===== config.mk =====
export PLATFORM = sky130hd
export DESIGN_NAME = cpu_bus_bridge
export DESIGN_NICKNAME = d
export VERILOG_FILES = /design/src/rtl/bbr_pkg.sv /design/src/rtl/bbr_phase_gen.sv /design/src/rtl/bbr_addr_decode.sv /design/src/rtl/bbr_xfer_ctrl.sv /design/src/rtl/cpu_bus_bridge.sv
export SDC_FILE = /design/constraint.sdc
export NUM_CORES = 1
export LEC_CHECK = 0
export BUFFER_PORTS_ARGS = -buffer_cell sky130_fd_sc_hd__buf_4
export CAP_MARGIN = 25
export CELL_PAD_IN_SITES_DETAIL_PLACEMENT = 2
export CELL_PAD_IN_SITES_GLOBAL_PLACEMENT = 2
export CORE_ASPECT_RATIO = 1.75
export CORE_MARGIN = 1
export CORE_UTILIZATION = 26
export DETAILED_ROUTE_END_ITERATION = 10
export PLACE_DENSITY_LB_ADDON = 0.1
export SLEW_MARGIN = 10
export SYNTH_ARGS = -nofsm -noshare
export SYNTH_HDL_FRONTEND = slang
export SYNTH_SLANG_ARGS = --single-unit

===== constraint.sdc =====
create_clock -name clk -period 5.6 [get_ports clk]
set_input_delay 0.28 -clock clk [delete_from_list [all_inputs] [get_ports clk]]
set_output_delay 0.28 -clock clk [all_outputs]
set_load 0.02 [all_outputs]

===== src/rtl/bbr_pkg.sv =====
package bbr_pkg;
  typedef enum logic [1:0] {
    TGT_NONE   = 2'd0,
    TGT_MEM    = 2'd1,
    TGT_SSP_RD = 2'd2,
    TGT_SSP_WR = 2'd3
  } bbr_tgt_e;

  localparam logic [1:0] PH_P1    = 2'd0;
  localparam logic [1:0] PH_GAP_A = 2'd1;
  localparam logic [1:0] PH_P2    = 2'd2;
  localparam logic [1:0] PH_GAP_B = 2'd3;

  // Phase step: parks in the second gap while held, else wraps around.
  function automatic logic [1:0] bbr_next_phase(input logic [1:0] ph, input logic hold);
    if (ph == PH_GAP_B && hold) return ph;
    return ph + 2'd1;
  endfunction
endpackage


===== src/rtl/bbr_phase_gen.sv =====
module bbr_phase_gen
  import bbr_pkg::*;
(
  input  logic clk,
  input  logic rst,
  input  logic hold,
  output logic phi1,
  output logic phi2,
  output logic capture_slot,
  output logic hold_now
);
  logic [1:0] ph;
  logic [1:0] ph_nxt;

  assign ph_nxt       = bbr_next_phase(ph, hold);
  assign capture_slot = (ph == PH_GAP_A);
  assign hold_now     = (ph == PH_GAP_B) && hold;

  always_ff @(posedge clk) begin
    if (rst) begin
      ph   <= PH_GAP_B;
      phi1 <= 1'b0;
      phi2 <= 1'b0;
    end else begin
      ph   <= ph_nxt;
      phi1 <= (ph_nxt == PH_P1);
      phi2 <= (ph_nxt == PH_P2);
    end
  end
endmodule


===== src/rtl/bbr_addr_decode.sv =====
module bbr_addr_decode
  import bbr_pkg::*;
#(
  parameter int ADDR_W = 28,
  parameter int MEM_AW = 16,
  parameter logic [ADDR_W-1:0] SSP_WR_ADDR = 28'h0010000,
  parameter logic [ADDR_W-1:0] SSP_RD_ADDR = 28'h0010001
) (
  input  logic [ADDR_W-1:0] addr,
  input  logic              we,
  output bbr_tgt_e          tgt
);
  localparam int HI_W = ADDR_W - MEM_AW;

  logic in_mem;
  assign in_mem = (addr[ADDR_W-1:MEM_AW] == {HI_W{1'b0}});

  always_comb begin
    if (in_mem && !we)                   tgt = TGT_MEM;
    else if (!we && addr == SSP_RD_ADDR) tgt = TGT_SSP_RD;
    else if (we && addr == SSP_WR_ADDR)  tgt = TGT_SSP_WR;
    else                                 tgt = TGT_NONE;
  end
endmodule


===== src/rtl/bbr_xfer_ctrl.sv =====
module bbr_xfer_ctrl
  import bbr_pkg::*;
#(
  parameter int MEM_AW = 16,
  parameter int DATA_W = 32,
  parameter int BYTE_W = 8
) (
  input  logic              clk,
  input  logic              rst,
  input  logic              start,
  input  bbr_tgt_e          tgt,
  input  logic [MEM_AW-1:0] addr_lo,
  input  logic [BYTE_W-1:0] wdata,
  output logic              busy,
  output logic              mem_stb,
  output logic [MEM_AW-1:0] mem_addr,
  input  logic              mem_ack,
  input  logic [DATA_W-1:0] mem_rdata,
  output logic              ssp_stb,
  output logic              ssp_we,
  output logic [BYTE_W-1:0] ssp_wdata,
  input  logic              ssp_ack,
  input  logic [BYTE_W-1:0] ssp_rdata,
  output logic [DATA_W-1:0] rdata
);
  localparam int PAD_W = DATA_W - BYTE_W;

  always_ff @(posedge clk) begin
    if (rst) begin
      busy      <= 1'b0;
      mem_stb   <= 1'b0;
      mem_addr  <= '0;
      ssp_stb   <= 1'b0;
      ssp_we    <= 1'b0;
      ssp_wdata <= '0;
      rdata     <= '0;
    end else if (start && !busy) begin
      unique case (tgt)
        TGT_MEM: begin
          busy     <= 1'b1;
          mem_stb  <= 1'b1;
          mem_addr <= addr_lo;
        end
        TGT_SSP_RD: begin
          busy    <= 1'b1;
          ssp_stb <= 1'b1;
          ssp_we  <= 1'b0;
        end
        TGT_SSP_WR: begin
          busy      <= 1'b1;
          ssp_stb   <= 1'b1;
          ssp_we    <= 1'b1;
          ssp_wdata <= wdata;
        end
        default: rdata <= '0;
      endcase
    end else if (mem_stb && mem_ack) begin
      mem_stb <= 1'b0;
      busy    <= 1'b0;
      rdata   <= mem_rdata;
    end else if (ssp_stb && ssp_ack) begin
      ssp_stb <= 1'b0;
      busy    <= 1'b0;
      ssp_we  <= 1'b0;
      rdata   <= ssp_we ? '0 : {{PAD_W{1'b0}}, ssp_rdata};
    end
  end
endmodule


===== src/rtl/cpu_bus_bridge.sv =====
module cpu_bus_bridge
  import bbr_pkg::*;
#(
  parameter int ADDR_W = 28,
  parameter int MEM_AW = 16,
  parameter int DATA_W = 32,
  parameter int BYTE_W = 8,
  parameter logic [ADDR_W-1:0] SSP_WR_ADDR = 28'h0010000,
  parameter logic [ADDR_W-1:0] SSP_RD_ADDR = 28'h0010001
) (
  input  logic              clk,
  input  logic              rst,
  input  logic              cpu_req,
  input  logic              cpu_we,
  input  logic [ADDR_W-1:0] cpu_addr,
  input  logic [BYTE_W-1:0] cpu_wdata,
  output logic [DATA_W-1:0] cpu_rdata,
  output logic              cpu_phi1,
  output logic              cpu_phi2,
  input  logic              irq,
  output logic              mem_stb,
  output logic [MEM_AW-1:0] mem_addr,
  input  logic              mem_ack,
  input  logic [DATA_W-1:0] mem_rdata,
  output logic              ssp_stb,
  output logic              ssp_we,
  output logic [BYTE_W-1:0] ssp_wdata,
  input  logic              ssp_ack,
  input  logic [BYTE_W-1:0] ssp_rdata
);
  bbr_tgt_e tgt;
  logic     busy;
  logic     hold;
  logic     capture_slot;
  logic     hold_now;
  logic     xfer_start;
  logic     start_unmapped;

  assign hold           = irq | busy;
  assign xfer_start     = capture_slot & cpu_req & ~busy;
  assign start_unmapped = xfer_start && (tgt == TGT_NONE);

  bbr_phase_gen u_phase (
    .clk(clk), .rst(rst), .hold(hold),
    .phi1(cpu_phi1), .phi2(cpu_phi2),
    .capture_slot(capture_slot), .hold_now(hold_now)
  );

  bbr_addr_decode #(
    .ADDR_W(ADDR_W), .MEM_AW(MEM_AW),
    .SSP_WR_ADDR(SSP_WR_ADDR), .SSP_RD_ADDR(SSP_RD_ADDR)
  ) u_dec (
    .addr(cpu_addr), .we(cpu_we), .tgt(tgt)
  );

  bbr_xfer_ctrl #(
    .MEM_AW(MEM_AW), .DATA_W(DATA_W), .BYTE_W(BYTE_W)
  ) u_xfer (
    .clk(clk), .rst(rst), .start(xfer_start), .tgt(tgt),
    .addr_lo(cpu_addr[MEM_AW-1:0]), .wdata(cpu_wdata), .busy(busy),
    .mem_stb(mem_stb), .mem_addr(mem_addr), .mem_ack(mem_ack), .mem_rdata(mem_rdata),
    .ssp_stb(ssp_stb), .ssp_we(ssp_we), .ssp_wdata(ssp_wdata),
    .ssp_ack(ssp_ack), .ssp_rdata(ssp_rdata), .rdata(cpu_rdata)
  );
endmodule


## Yosys cells after proc, flatten, opt, wreduce, memory -nomap -nowiden

Cells that the tools add are included.

- Equal/unequal tests: 14
- Add/subtract/negate cells: 1
- Shift-type cells: 0
- Bitwise operators: 4
- Multiplexer cells: 23
- Multiply operators: 0
- Reductions and logical operators: 23
- Magnitude comparators: 0
- Divide/modulo/power cells: 0

Operators with widths:

| operator | number |
|---|---|
| $mux W32 | 4 |
| $eq A28 B17 Y1 const B | 2 |
| $logic_not A12 Y1 | 1 |
| $mux W1 | 12 |
| $mux W2 | 5 |
| $reduce_and A2 Y1 | 5 |
| $eq A2 B2 Y1 const B | 4 |
| $mux W8 | 1 |
| $ne A2 B2 Y1 const B | 4 |
| $logic_and A1 B1 Y1 | 7 |
| $reduce_and A3 Y1 | 2 |
| $eq A2 B1 Y1 const B | 2 |
| $reduce_bool A2 Y1 | 2 |
| $ne A3 B3 Y1 const B | 1 |
| $reduce_bool A3 Y1 | 1 |
| $reduce_or A3 Y1 | 1 |
| $add A2 B1 Y2 const B | 1 |
| $and A1 B1 Y1 | 2 |
| $logic_not A1 Y1 | 2 |
| $logic_not A2 Y1 | 1 |
| $ne A2 B1 Y1 const B | 1 |
| $pmux W1 S2 | 1 |
| $reduce_or A2 Y1 | 1 |
| $not A1 Y1 | 1 |
| $or A1 B1 Y1 | 1 |

- Word-level logic and storage cells: 75
- Bits in registers: 64
- Input bits: 83
- Memories: 0
- Bits in latches: 0
- ROM bits: 0
- Bits in writable memories: 0

## Depth between registers and ports, before layout

- Depth after elaboration: 9
- Gate-level depth with buffers: 8
- Depth with buffers taken out: 6

## Modules after synthesis

A second synthesis with hierarchy kept.

- Cells, all modules: 276
- Area, all modules: 2578.7 sq um

By module, submodules not included:

| module | area each (sq um) | times used | cells an instance | seq. area each (sq um) |
|---|---|---|---|---|
| bbr_xfer_ctrl | 2257.2 | 1 | 241 | 1201.2 |
| bbr_phase_gen | 172.7 | 1 | 17 | 80.1 |
| bbr_addr_decode | 132.6 | 1 | 16 | 0.0 |
| cpu_bus_bridge | 16.3 | 1 | 2 | 0.0 |

## Worst setup path after synthesis

OpenSTA, ideal clock, no wires.

- Kind: register -> register
- Start: reg u_phase.ph[0]
- End: reg u_xfer.mem_addr[10]
- Stages on the path, launching flop included: 8
- Path buffers: 2
- Setup time: 0.132 ns
- Path slack: 3.669 ns
- Data arrival time: 1.799 ns
- Path through: dfxtp_1 > ha_1 > or4bb_1 > or4_1 > buf_2 > buf_6 > nand2_1 > a21oi_1

- Longest elaborated chain between the ends: 5

RTL lines:

| what | line | RTL |
|---|---|---|
| start: declaration | bbr_phase_gen.sv:12 | `logic [1:0] ph;` |
| start signal: assignment | bbr_phase_gen.sv:25 | `ph <= ph_nxt;` |
| $eq A2 B1 Y1 | bbr_phase_gen.sv:16 | `assign capture_slot = (ph == PH_GAP_A);` |
| $and A1 B1 Y1 (2 in a row) | cpu_bus_bridge.sv:40 | `assign xfer_start = capture_slot & cpu_req & ~busy;` |
| $logic_and A1 B1 Y1 | bbr_xfer_ctrl.sv:37 | `end else if (start && !busy) begin` |
| $reduce_and A2 Y1 (no source line) | n/a |  |
| end signal: assignment | bbr_xfer_ctrl.sv:42 | `mem_addr <= addr_lo;` |
| end: declaration | bbr_xfer_ctrl.sv:16 | `output logic [MEM_AW-1:0] mem_addr,` |

No other way between the ends.
A chain may end at the register's enable or synchronous reset.

## Final worst setup path

- Start: reg u_phase.ph[1]
- End: reg u_xfer.ssp_wdata[7]

- Longest elaborated chain between the ends: 5

RTL lines:

| what | line | RTL |
|---|---|---|
| $eq A2 B1 Y1 | bbr_phase_gen.sv:16 |  |
| $and A1 B1 Y1 (2 in a row) | cpu_bus_bridge.sv:40 |  |
| $logic_and A1 B1 Y1 | bbr_xfer_ctrl.sv:37 |  |
| $reduce_and A2 Y1 (no source line) | n/a |  |
| end signal: assignment | bbr_xfer_ctrl.sv:53 | `ssp_wdata <= wdata;` |
| end: declaration | bbr_xfer_ctrl.sv:21 | `output logic [BYTE_W-1:0] ssp_wdata,` |

No other way between the ends.

==> results.yml <==
timing:
  finClkSkew_ns: 0.00652
  rsz0062_at_grt: "no"
  tightest_slew_ns: 0.792
  finalCriticalPeriod_ns: 2.61
  finalCritPeriodShare_pct: 46.7
  timing.setup.tns_ns: 0
  drv_slew: 0
  fin_hold_ws_ns: 0.146
  setup_violations: 0
  hold_viol_final: 0
  slew_headroom_pct: 46.8
  fmax_mhz: 383
route:
  drt_iter0_markers: 125
  highest_layer: "met4"
  wl_met2_microns: 6350
  viasPerCell: 5.19
  wl_per_cell_microns: 18.1
  route.detailed.drc: 0
  met3_length_microns: 511
  wl_met1_microns: 4480
  wirelength_microns: 11500
  vias: 3314
  drt_first_pass_iters: 4
  antenna_left: 0
cts:
  clk_pin_slew_ns: 0.06
  cts_resized: 0
  cts_hold_buf: 0
  clk_path_buf_depth: 2
  clock-sinks: 64
  cts_setup_buffers: 0
  clkLatencyLatePin_ns: 0.33
  cts_tree: "done"
  cts_root_buf: "clkbuf_16"
  cts_buffers: 9
  htreeDepth: 3
critical_path:
  reg2reg_setup_slack_ns: 2.99
  end_kind: "register"
  startpoint: "u_phase.ph[1]$_SDFF_PP1_"
  startpoint_type: "register"
  rr_endpoint: "u_xfer.ssp_wdata[7]$_SDFFE_PP0P_"
  crit_required_ns: 5.85
  crit_path_max_incr_delay_ns: 0.64
  path_cells: "inv_1 -> ha_1 -> nand3b_1 -> or3_1 -> and4b_1 -> mux2i_1"
  cp-endpoint: "u_xfer.ssp_wdata[7]$_SDFFE_PP0P_"
  worstSetupPathType: "reg2reg"
  arrival_ns: 2.86
  critical_path_depth: 6
  cp_slowest_cell: "and4b_1"
  path_max_fanout: 14
  r2r-start: "u_phase.ph[1]$_SDFF_PP1_"
  rr_worst_depth: 6
  path_delay_family: "simple AND/OR/NAND/NOR gates"
  cp_num_buf_inv: 1
grt:
  grt_usage_pct: 19.3
  grt_first_pass_wirelength_microns: 18200
  grt_max_degree: 48
  antenna_found_initial: 0
  grt_pass1_vias: 3563
  grt_overflow_total: 0
synth:
  synthArstFlopShare_pct: 0
  yosysUniqueCellTypes: 40
  syn_nets: 460
  ys.flop_type: "dfxtp_1"
  ys_ff_latch: 64
  ys_seq_area_share_pct: 42.6
  avgSynthCellArea_sq_um: 8.01
  postSynthCellCount: 375
  synth.cell_area_sq_mm: 0.00300
  synth_warnings: 0
  synth_edf_count: 0
finish:
  final_cell_area_sq_mm: 0.00444
  fillers: 1280
  syn_to_final_growth_pct: 47.9
  num-nets-final: 589
  layout_commonest_cell: "buf_4"
  diodes: 0
  final_cell_count_no_fill: 638
  final_cell_mix: "buf_4, nand2_1, dfxtp_1, a21oi_1"
  register_area_sq_mm: 0.00128
  fin_util_pct: 39.8
  multi_input_area_sq_mm: 0.00160
  layout-drive-gt1-share_pct: 33.0
hold_path:
  hold_class: "in2reg"
  whs_path_depth: 3
floorplan:
  core_sq_mm: 0.0112
  die_height_microns: 144
  dieArea_sq_mm: 0.0120
  io_pins: 144
  rows: 51
  die_w_microns: 83.3
  initial_core_util_pct: 26.9
job:
  maxCapViolCount: 0
placed_design:
  place_congestion: 0.694
  place_area_sq_mm: 0.00417
  place_hpwl_microns: 8350
  numPortBuffers: 143
  dp_cells: 624
status:
  outcome: "finished clean"
pwr:
  power_density_mw_per_mm2: 255
  p_leak_uw: 0.00192
  ir_drop_uv: 161
[sequential cells by signal, indices dropped and copies added (netlist names)]
| signal | flops |
|---|---|
| u_xfer.rdata | 32 |
| u_xfer.busy | 1 |
| u_phase.phi2 | 1 |
| u_xfer.ssp_stb | 1 |
| u_xfer.mem_addr | 16 |
| u_xfer.ssp_we | 1 |
| u_phase.ph | 2 |
| u_phase.phi1 | 1 |
| u_xfer.ssp_wdata | 8 |
| u_xfer.mem_stb | 1 |
[where the power goes]
| group | switching, uW | internal [uW] | leakage, uW | total [uW] |
|---|---|---|---|---|
| Clock | 192 | 315 | 0.000130 | 508 |
| Sequential | 7.70 | 468 | 0.000516 | 476 |
| Combinational | 82.1 | 69.6 | 0.00127 | 152 |
| Total | 282 | 853 | 0.00192 | 1130 |
[worst min-delay path, delay by kind of cell]
kind          cells  cell delay (ns)
simple gates      2             0.09
buf+inv           1             0.08
[synthesized netlist by cell type (all sizes together) (2+ instances only)]
cell type  number  area, sq um
nor3            3         15.0
xor2            2         17.5
or4             4         37.5
a31oi           8         50.1
a22o            2         17.5
and3b           9         78.8
inv             2         7.51
a211oi          3         27.5
nor2b          25          156
clkbuf         24         90.1
and4            2         17.5
nor4            3         25.0
and4b           2         20.0
o21ai          27          135
nand4          25          156
nor2            7         26.3
mux2i           8         80.1
nand2          77          289
nand3          25          125
a21oi          26          130
dfxtp          64         1280
buf             7         46.3
a2111oi         8         70.1
ha              2         25.0
[how the worst min path moves through the flow]
stage / start / end
after floorplan: mem_rdata[10] / u_xfer.rdata[10]$_SDFFE_PP0P_
after global placement: u_xfer.mem_addr[1]$_SDFFE_PP0P_ / u_xfer.mem_addr[1]$_SDFFE_PP0P_
after global routing: mem_rdata[28] / u_xfer.rdata[28]$_SDFFE_PP0P_
after detailed placement: u_xfer.mem_addr[5]$_SDFFE_PP0P_ / u_xfer.mem_addr[5]$_SDFFE_PP0P_
final: mem_rdata[28] / u_xfer.rdata[28]$_SDFFE_PP0P_
after CTS: mem_rdata[28] / u_xfer.rdata[28]$_SDFFE_PP0P_
[stage by stage]
stage               power (uW)  worst slack, ns
finish                    1130             2.99
global route              1180             2.78
CTS                       1160             2.92
detailed placement         640             2.95
global placement           633             3.08
floorplan                  554             3.67
[cell families after synthesis]
family | Yosys count | share of synthesized area (%)
fa+ha+maj | 2 | 0.833
xor+xnor | 2 | 0.583
buf+inv | 33 | 4.79
compound gates | 76 | 14.9
simple gates | 190 | 33.6
flops | 64 | 42.6
mux | 8 | 2.67
[final cells by class]
cell class                 count  area share, %
multi-input combinational    278           36.0
timing repair buffer         149           25.4
clock buffer                  12           5.77
sequential                    64           28.8
tap                          132           3.72
inverter                       2          0.169
clock inverter                 1          0.113
[routing by layer]
metal	global-route usage, %	vias up
met3	3.54	12
li1	-	1591
met4	7.44	0
met1	19.9	1619
met5	0	-
met2	38.2	92
Note: power is estimated with default switching activity, not from simulation.
